$ cat src/rtl/ramp_adc_pkg.sv
package ramp_adc_pkg;

    // Outcome of one step window
    typedef enum logic [1:0] {
        DEC_WAIT = 2'd0,   // window still open, comparator not yet valid
        DEC_STEP = 2'd1,   // still below input: advance one code
        DEC_HIT  = 2'd2,   // input reached: stop
        DEC_FULL = 2'd3    // all ones and still below: saturate and stop
    } ramp_dec_e;

    function automatic int unsigned step_len(int unsigned sync_stages,
                                             int unsigned settle_cycles);
        return sync_stages + 1 + settle_cycles;
    endfunction

endpackage

$ cat src/rtl/ramp_cmp_sync.sv
module ramp_cmp_sync #(
    parameter int unsigned STAGES = 2
) (
    input  logic clk,
    input  logic rst_n,
    input  logic async_i,
    output logic sync_o
);
    logic [STAGES-1:0] chain_d, chain_q;

    always_comb begin
        chain_d = chain_q;
        chain_d[0] = async_i;
        for (int i = 1; i < STAGES; i++) begin
            chain_d[i] = chain_q[i-1];
        end
    end

    always_ff @(posedge clk or negedge rst_n) begin
        if (!rst_n) chain_q <= '0;
        else        chain_q <= chain_d;
    end

    assign sync_o = chain_q[STAGES-1];
endmodule

$ cat src/rtl/ramp_step_timer.sv
module ramp_step_timer #(
    parameter int unsigned STEP_CYCLES = 3
) (
    input  logic clk,
    input  logic rst_n,
    input  logic clear_i,
    input  logic enable_i,
    output logic tick_o
);
    localparam int unsigned TW = (STEP_CYCLES > 1) ? $clog2(STEP_CYCLES) : 1;
    localparam logic [TW-1:0] LAST = TW'(STEP_CYCLES - 1);

    logic [TW-1:0] cnt_d, cnt_q;

    assign tick_o = enable_i && !clear_i && (cnt_q == LAST);

    always_comb begin
        cnt_d = cnt_q;
        if (clear_i || !enable_i) cnt_d = '0;
        else if (tick_o)          cnt_d = '0;
        else                      cnt_d = cnt_q + 1'b1;
    end

    always_ff @(posedge clk or negedge rst_n) begin
        if (!rst_n) cnt_q <= '0;
        else        cnt_q <= cnt_d;
    end

    // the window counter never passes its last value
    timer_range_chk: assert property (@(posedge clk) disable iff (!rst_n)
        cnt_q <= LAST);
endmodule

$ cat src/rtl/ramp_decide.sv
module ramp_decide
    import ramp_adc_pkg::*;
#(
    parameter int unsigned N = 10
) (
    input  logic         tick_i,
    input  logic         below_i,
    input  logic [N-1:0] code_i,
    output ramp_dec_e    dec_o
);
    always_comb begin
        if (!tick_i)            dec_o = DEC_WAIT;
        else if (!below_i)      dec_o = DEC_HIT;
        else if (&code_i)       dec_o = DEC_FULL;
        else                    dec_o = DEC_STEP;
    end
endmodule

$ cat src/rtl/ramp_adc_ctrl.sv
module ramp_adc_ctrl
    import ramp_adc_pkg::*;
#(
    parameter int unsigned N             = 10,
    parameter int unsigned SYNC_STAGES   = 2,
    parameter int unsigned SETTLE_CYCLES = 0
) (
    input  logic         clk,
    input  logic         rst_n,
    input  logic         start_i,
    input  logic         cmp_below_i,
    output logic [N-1:0] dac_code_o,
    output logic [N-1:0] result_o,
    output logic         done_o
);
    localparam int unsigned STEP = step_len(SYNC_STAGES, SETTLE_CYCLES);

    typedef struct packed {
        logic         run;
        logic [N-1:0] code;
        logic [N-1:0] result;
        logic         done;
    } seq_t;

    seq_t      s_d, s_q;
    logic      below_sync;
    logic      tick;
    logic      accept;
    ramp_dec_e dec;

    assign accept = start_i && !s_q.run;

    ramp_cmp_sync #(.STAGES(SYNC_STAGES)) u_sync (
        .clk     (clk),
        .rst_n   (rst_n),
        .async_i (cmp_below_i),
        .sync_o  (below_sync)
    );

    ramp_step_timer #(.STEP_CYCLES(STEP)) u_timer (
        .clk      (clk),
        .rst_n    (rst_n),
        .clear_i  (accept),
        .enable_i (s_q.run),
        .tick_o   (tick)
    );

    ramp_decide #(.N(N)) u_decide (
        .tick_i  (tick),
        .below_i (below_sync),
        .code_i  (s_q.code),
        .dec_o   (dec)
    );

    always_comb begin
        s_d      = s_q;
        s_d.done = 1'b0;
        if (!s_q.run) begin
            if (start_i) begin
                s_d.run  = 1'b1;
                s_d.code = '0;
            end
        end else begin
            unique case (dec)
                DEC_STEP: s_d.code = s_q.code + 1'b1;
                DEC_HIT, DEC_FULL: begin
                    s_d.run    = 1'b0;
                    s_d.done   = 1'b1;
                    s_d.result = s_q.code;
                end
                default: ;
            endcase
        end
    end

    always_ff @(posedge clk or negedge rst_n) begin
        if (!rst_n) s_q <= '0;
        else        s_q <= s_d;
    end

    assign dac_code_o = s_q.code;
    assign result_o   = s_q.result;
    assign done_o     = s_q.done;


    idle_hold_chk: assert property (@(posedge clk) disable iff (!rst_n)
        (!s_q.run && !start_i) |=> $stable(dac_code_o));


    start_clear_chk: assert property (@(posedge clk) disable iff (!rst_n)
        (start_i && !s_q.run) |=> (dac_code_o == '0) && s_q.run);


    unit_step_chk: assert property (@(posedge clk) disable iff (!rst_n)
        (s_q.run && $past(s_q.run) && !$stable(dac_code_o))
            |-> (dac_code_o == N'($past(dac_code_o) + 1'b1)));


    done_pulse_chk: assert property (@(posedge clk) disable iff (!rst_n)
        done_o |=> !done_o);


    result_hold_chk: assert property (@(posedge clk) disable iff (!rst_n)
        1'b1 |=> (done_o || $stable(result_o)));


    busy_start_chk: assert property (@(posedge clk) disable iff (!rst_n)
        (start_i && s_q.run && dec == DEC_WAIT) |=> $stable(dac_code_o));
endmodule

$ cat config.mk
export PLATFORM = sky130hd
export DESIGN_NAME = ramp_adc_ctrl
export DESIGN_NICKNAME = d
export VERILOG_FILES = /design/src/rtl/ramp_adc_pkg.sv /design/src/rtl/ramp_cmp_sync.sv /design/src/rtl/ramp_step_timer.sv /design/src/rtl/ramp_decide.sv /design/src/rtl/ramp_adc_ctrl.sv
export SDC_FILE = /design/constraint.sdc
export NUM_CORES = 1
export LEC_CHECK = 0
export BUFFER_PORTS_ARGS = -buffer_cell sky130_fd_sc_hd__buf_4
export CORE_UTILIZATION = 55
export DETAILED_ROUTE_END_ITERATION = 8
export PLACE_DENSITY = 0.8
export REMOVE_ABC_BUFFERS = 1
export SLEW_MARGIN = 20
export SYNTH_ARGS = -nofsm -noshare
export SYNTH_HDL_FRONTEND = slang
export SYNTH_SLANG_ARGS = --single-unit
$ cat constraint.sdc
create_clock -name clk -period 4.09 [get_ports clk]
set_input_delay 0.6135 -clock clk [delete_from_list [all_inputs] [get_ports clk]]
set_output_delay 0.6135 -clock clk [all_outputs]
set_load 0.02 [all_outputs]
==> results_dict.tcl, run 1 <==
set metrics [dict create \
    logic_pwr_share 0.409 \
    vias 909 \
    floorplan.core_area_um2 1980 \
    top_post_synthesis_cells_by_area "dfrtp_1 (55%), mux2_4 (10%), o31ai_1 (2.5%), nand2_1 (2.2%), and3_1 (2.1%)" \
    detail_route.iter0.violations 32 \
    layout-drive-gt1-share 0.306 \
    post_synth_inst_count 98 \
    clk_root_buffer_cell "clkbuf_4" \
    synth-edff-count 0 \
    grt_overflow 0 \
    tightest_slew_ps 557 \
    cts.hold.buffers_added 0 \
    die_y_um 48.3 \
    antenna_left 0 \
    first_pass_iters 4 \
    setup_tns_ps 0 \
    htree_levels 1 \
    grt_antenna_before_repair 0 \
    num_antenna_cells 0 \
    worstSetupEndpointType "flip-flop" \
    drv_cap 0 \
    grt_start_max_net_pins 27 \
    wire_per_inst_um 15.3 \
    crit_slowest_cell "dfrtp_1" \
    ys.warnings.count 0 \
    min_period_ps 2010 \
    route.final.wire_length_mm 2.31 \
    synth.distinct_cells 36 \
    synth_async_sr_flop_share 1.00 \
    cts.sink_count 26 \
    postSynth.topFlopCell "dfrtp_1" \
    floorplan.rows 16 \
    grt_first_pass_wirelength_mm 4.01 \
    net_switching_power_uw 371 \
    hold_slack_ps 154 \
    timing.critical_path.fanout_max 9 \
    final-max-slew-violation-count 0 \
    achievable-frequency_mhz 498 \
    post_cts_buffers 0 \
    synth.ff_latch_count 26 \
    critical_path_required_ps 4310 \
    crit_type "reg -> reg" \
    power.share.switching 0.384 \
    peakVddDrop_mv 0.430 \
    internal_power_uw 596 \
    hold_crit_path_type "in -> async" \
    x_dimension_of_the_die_um 48.3 \
    worst_slew_margin_rel 0.626 \
    power.density_cell_area_nw_per_um2 683 \
    yosys.cell_count.top_type "dfrtp_1" \
    crit_chain "ha_1, nand3_1, or3_1, a21o_1, mux2_4" \
    num_io_pins 25 \
    insertion_delay_ps 330 \
    number_of_nets_in_the_layout 130 \
    resized_after_cts 0 \
    grt_setup_unrepaired "false" \
    pwr-share-seq 0.455 \
    vias_per_cell 6.02 \
    first_global_vias 852 \
    drc 0 \
    area_leader_netlist "dfrtp_1" \
    numCtsBuffers 3 \
    finalHoldViolations 0 \
    clock_power_share 0.137 \
    crit_path_start_kind "flip-flop" \
    power.leakage_nw 0.687 \
    critPathBufInv 0 \
    cts_buffer_depth 2 \
    gp_congestion 0.800 \
    synth_top_area_frac 0.551 \
    floorplan.die_area_um2 2340 \
    share_of_the_clock_period_used_by_the_worst_path_after_layout 0.491 \
    crit_family "flip-flops" \
    outcome "complete, no violations" \
    post_layout_total_power_uw 967 \
    netlist_area_um2 1180 \
    area_growth_syn_to_layout_pct 19.9 \
    worst_clock_skew_ps 11.4 \
    synth_area_per_cell_um2 12.1 \
    grt.total_usage 0.224 \
    yosysSeqAreaShare 0.551 \
    initial_utilization 0.596 \
    port-buffer-count 24 \
    clk_pin_slew_ps 140 \
    arrival_ps 2230 \
    dpl.hpwl_mm 1.69 \
    critical-path-max-stage-delay_ps 470 \
    cts_tree "yes" \
    ys_top_cells_by_count "dfrtp_1 (26), mux2_4 (8), nand2_1 (7)" \
    setup-violations-final 0 \
    final.fill_count 138 \
]
-- cells in the final DEF, fill, tap and decap left out, types with 2 or more instances in the layout --
master	count
or3_1	3
o21ai_0	3
nor2b_1	2
clkbuf_4	3
or4_1	2
nand3_1	5
inv_1	2
nor2_1	3
a21oi_1	3
o31ai_1	4
mux2_4	8
mux2i_1	2
a31oi_1	2
and3_1	4
nand2_1	7
and3b_1	2
buf_4	24
dfrtp_1	26
-- final timing paths --
kind,startpoint,endpoint,slack [ps],cells after the start
max in group asynchronous,rst_n,result_o[4],3680,1
hold / removal,rst_n,result_o[1],150,1
setup reg to reg,dac_code_o[0],result_o[4],2080,5
min in group clk,u_sync.chain_q[0],u_sync.chain_q[1],370,0
setup / recovery,dac_code_o[0],result_o[4],2080,5
hold reg to reg,u_sync.chain_q[0],u_sync.chain_q[1],370,0
-- state kept, by name, summed over array words and instances (netlist names) --
signal and cells:
dac_code_o 10, done_o 1, result_o 10, s_q 1, u_sync.chain_q 2, u_timer.cnt_q 2
-- through the flow --
stage	utilization	instance area, um2	instances	setup WS, ps
after floorplan	-	1170	96	2160
after global placement	0.696	1380	147	2200
after detailed placement	0.696	1380	147	2110
after CTS	0.715	1420	151	2080
after global routing	0.715	1420	151	1990
final	0.715	1420	151	2080
-- cells by family after synthesis --
kind of cell | count (synthesis) | synth area share
buf+inv | 5 | 0.0222
xor+xnor | 1 | 0.00742
fa+ha+maj | 1 | 0.0106
flops | 26 | 0.551
simple gates | 36 | 0.179
compound gates | 19 | 0.111
mux | 10 | 0.119
-- metal layers --
layer,wire [um],vias up,global-route usage
met5,0,-,0
met1,1070,451,0.309
met4,51,0,0.0882
met2,1080,32,0.359
li1,-,422,-
met3,103,4,0.0346
-- area by class of cell --
| cell class | instances | area [um2] | area share |
|---|---|---|---|
| Tap cell | 27 | 33.8 | 0.0239 |
| Timing Repair Buffer | 24 | 180 | 0.127 |
| Sequential cell | 26 | 651 | 0.459 |
| Inverter | 3 | 11.3 | 0.00795 |
| Clock buffer | 4 | 36.3 | 0.0256 |
| Multi-Input combinational cell | 67 | 504 | 0.356 |
-- power groups by stage --
| stage | Clock (mW) | Combinational, mW | Sequential (mW) |
|---|---|---|---|
| after floorplan | 0 | 0.150 | 0.519 |
| after global placement | 0 | 0.390 | 0.436 |
| after detailed placement | 0 | 0.397 | 0.448 |
| after CTS | 0.132 | 0.398 | 0.441 |
| after global routing | 0.144 | 0.423 | 0.457 |
| final | 0.132 | 0.395 | 0.440 |
Note: power is estimated with default switching activity, not from simulation.
==> run 2: changes to the inputs <==
--- a/config.mk
+++ b/config.mk
@@ -6,9 +6,9 @@
 export NUM_CORES = 1
 export LEC_CHECK = 0
 export BUFFER_PORTS_ARGS = -buffer_cell sky130_fd_sc_hd__buf_4
-export CORE_UTILIZATION = 55
+export CORE_UTILIZATION = 52
 export DETAILED_ROUTE_END_ITERATION = 8
-export PLACE_DENSITY = 0.8
+export PLACE_DENSITY = 0.77
 export REMOVE_ABC_BUFFERS = 1
 export SLEW_MARGIN = 20
 export SYNTH_ARGS = -nofsm -noshare
==> constraint.sdc (replaced) <==
create_clock -name clk -period 1.9 [get_ports clk]
set_input_delay 0.285 -clock clk [delete_from_list [all_inputs] [get_ports clk]]
set_output_delay 0.285 -clock clk [all_outputs]
set_load 0.02 [all_outputs]
==> run 2 against run 1 <==
Against the previous run: total power up 140%; first-iteration DRC count down 69%; critical path depth unchanged; sequential power up 100%; via count up 2.4%; clock power rose to 2.9 times the previous value; setup slack worse by 2000 ps; hold slack worse by 100 ps; largest power group is now combinational cells.
==> results_dict.tcl, run 2 (synthesized netlist as in run 1, its figures left out) <==
set metrics [dict create \
    floorplan.rows 16 \
    hold_crit_path_type "in -> reg" \
    final-max-slew-violation-count 0 \
    worst_clock_skew_ps 7.11 \
    post_layout_total_power_mw 2.28 \
    worst_hold_startpoint "cmp_below_i" \
    dpl.hpwl_mm 1.93 \
    first_global_vias 887 \
    crit_chain "ha_1, nand3_1, or3_1, a21o_4, mux2_4" \
    crit_type "reg -> reg" \
    grt_setup_unrepaired "false" \
    antenna_left 0 \
    clk_root_buffer_cell "clkbuf_4" \
    worst_slew_margin_rel 0.603 \
    initial_utilization 0.578 \
    power.leakage_nw 0.746 \
    crit_path_start_kind "flip-flop" \
    outcome "complete, no violations" \
    timing.hold.worst_endpoint "u_sync.chain_q[0]" \
    final_common_cell "buf_4" \
    achievable-frequency_mhz 558 \
    fin_util 0.743 \
    most-common-layout-cells "buf_4 (33), dfrtp_1 (26), mux2_4 (8)" \
    gp_congestion 0.801 \
    critical_path_required_ps 2120 \
    floorplan.core_area_um2 2040 \
    cts_buffer_depth 2 \
    layout-drive-gt1-share 0.358 \
    post_cts_buffers 0 \
    drc 0 \
    grt.total_usage 0.233 \
    min_period_ps 1790 \
    r2r_end "result_o[4]" \
    finalHoldViolations 0 \
    detail_route.iter0.violations 10 \
    setup-violations-final 0 \
    grt_antenna_before_repair 0 \
    floorplan.die_area_um2 2470 \
    clk_pin_slew_ps 140 \
    timing.critical_path.fanout_max 9 \
    hold_slack_ps 52.6 \
    grt_overflow 0 \
    ff2ff_path_depth 5 \
    share_of_the_clock_period_used_by_the_worst_path_after_layout 0.944 \
    place.detailed.instances 156 \
    die_y_um 49.7 \
    critical-path-max-stage-delay_ps 390 \
    x_dimension_of_the_die_um 49.7 \
    net_switching_power_uw 827 \
    placement.setup.worst_slack_ps 36.3 \
    final.fill_count 156 \
    wire_per_inst_um 16.2 \
    drv_cap 0 \
    area_growth_syn_to_layout_pct 28.5 \
    vias_per_cell 5.78 \
    arrival_ps 2010 \
    cts.sink_count 26 \
    numCtsBuffers 3 \
    insertion_delay_ps 320 \
    port-buffer-count 24 \
    num_antenna_cells 0 \
    grt_first_pass_wirelength_mm 4.18 \
    num_io_pins 25 \
    tightest_slew_ps 592 \
    clock_power_share 0.165 \
    stdcell_count 161 \
    grt_start_max_net_pins 27 \
    first_pass_iters 5 \
    route.final.wire_length_mm 2.61 \
    power.share.switching 0.362 \
    htree_levels 1 \
    pwr-share-seq 0.389 \
    post-route-worst-setup-slack_ps 107 \
    internal_power_mw 1.46 \
    r2r_slack_ps 110 \
    crit_slowest_cell "dfrtp_1" \
    hold_path_depth 1 \
    worstSetupEndpointType "flip-flop" \
    vias 931 \
    power.density_cell_area_nw_per_um2 1500 \
    peakVddDrop_mv 0.945 \
    number_of_nets_in_the_layout 140 \
    logic_pwr_share 0.446 \
    cts_tree "yes" \
    crit-reg2reg-launch "dac_code_o[0]" \
]
-- run 2: cell count changes in the layout (fill, tap and decap cells not counted) --
| cell | change |
|---|---|
| a21o_1 | -1 |
| buf_4 | +9 |
| dlygate4sd3_1 | +1 |
| a21o_4 | +1 |
| clkbuf_8 | -1 |
| bufinv_16 | +1 |
-- run 2: layout make-up --
type / instances / area, um2 / share of cell area
inverter: 3 / 11.3 / 0.00742
clock inverter: 1 / 30.0 / 0.0198
clock buffer: 3 / 22.5 / 0.0148
multi-input combinational: 67 / 512 / 0.337
timing repair buffer: 34 / 258 / 0.170
sequential: 26 / 651 / 0.429
tap: 27 / 33.8 / 0.0223
-- run 2: worst max path at each step --
stage	startpoint	to	slack (ps)	cells after the start
final	dac_code_o[0]	result_o[4]	110	5
after global routing	dac_code_o[0]	result_o[4]	30	5
after CTS	dac_code_o[0]	result_o[4]	9	5
after detailed placement	dac_code_o[0]	result_o[4]	40	5
after global placement	dac_code_o[0]	result_o[4]	110	5
after floorplan	dac_code_o[0]	result_o[1]	-30	5
-- run 2: what timing repair did --
action	CTS	global route
hold endpoints to repair	26	0
setup endpoints to repair	0	8
hold buffers	1	0
resized for setup	0	2
-- run 2: power by group through the flow --
stage / clock network [mW] / logic, mW / registers (mW)
2_1_floorplan: 0 / 0.323 / 1.12
3_3_place_gp: 0 / 0.980 / 0.884
3_5_place_dp: 0 / 1.01 / 0.902
4_1_cts: 0.385 / 1.02 / 0.890
5_1_grt: 0.407 / 1.08 / 0.917
6_report: 0.377 / 1.02 / 0.888
-- run 2: critical path: cells and delay by family (launching register included) --
family | cells | cell delay [ps]
simple gates | 2 | 460
flops | 1 | 390
compound gates | 1 | 300
mux | 1 | 310
fa+ha+maj | 1 | 230
-- run 2: stage by stage --
step                setup TNS (ps)  instance area (um2)
finish                           0                 1520
global route                     0                 1520
detailed placement               0                 1450
global placement                 0                 1450
CTS                              0                 1510
floorplan                     -256                 1170
-- run 2: metal layers --
metal / share of wire / GRT usage / vias to the layer above
met5: 0 / 0 / -
met4: 0.025 / 0.110 / 0
met3: 0.047 / 0.0309 / 7
met2: 0.47 / 0.358 / 34
met1: 0.46 / 0.325 / 447
li1: - / - / 443
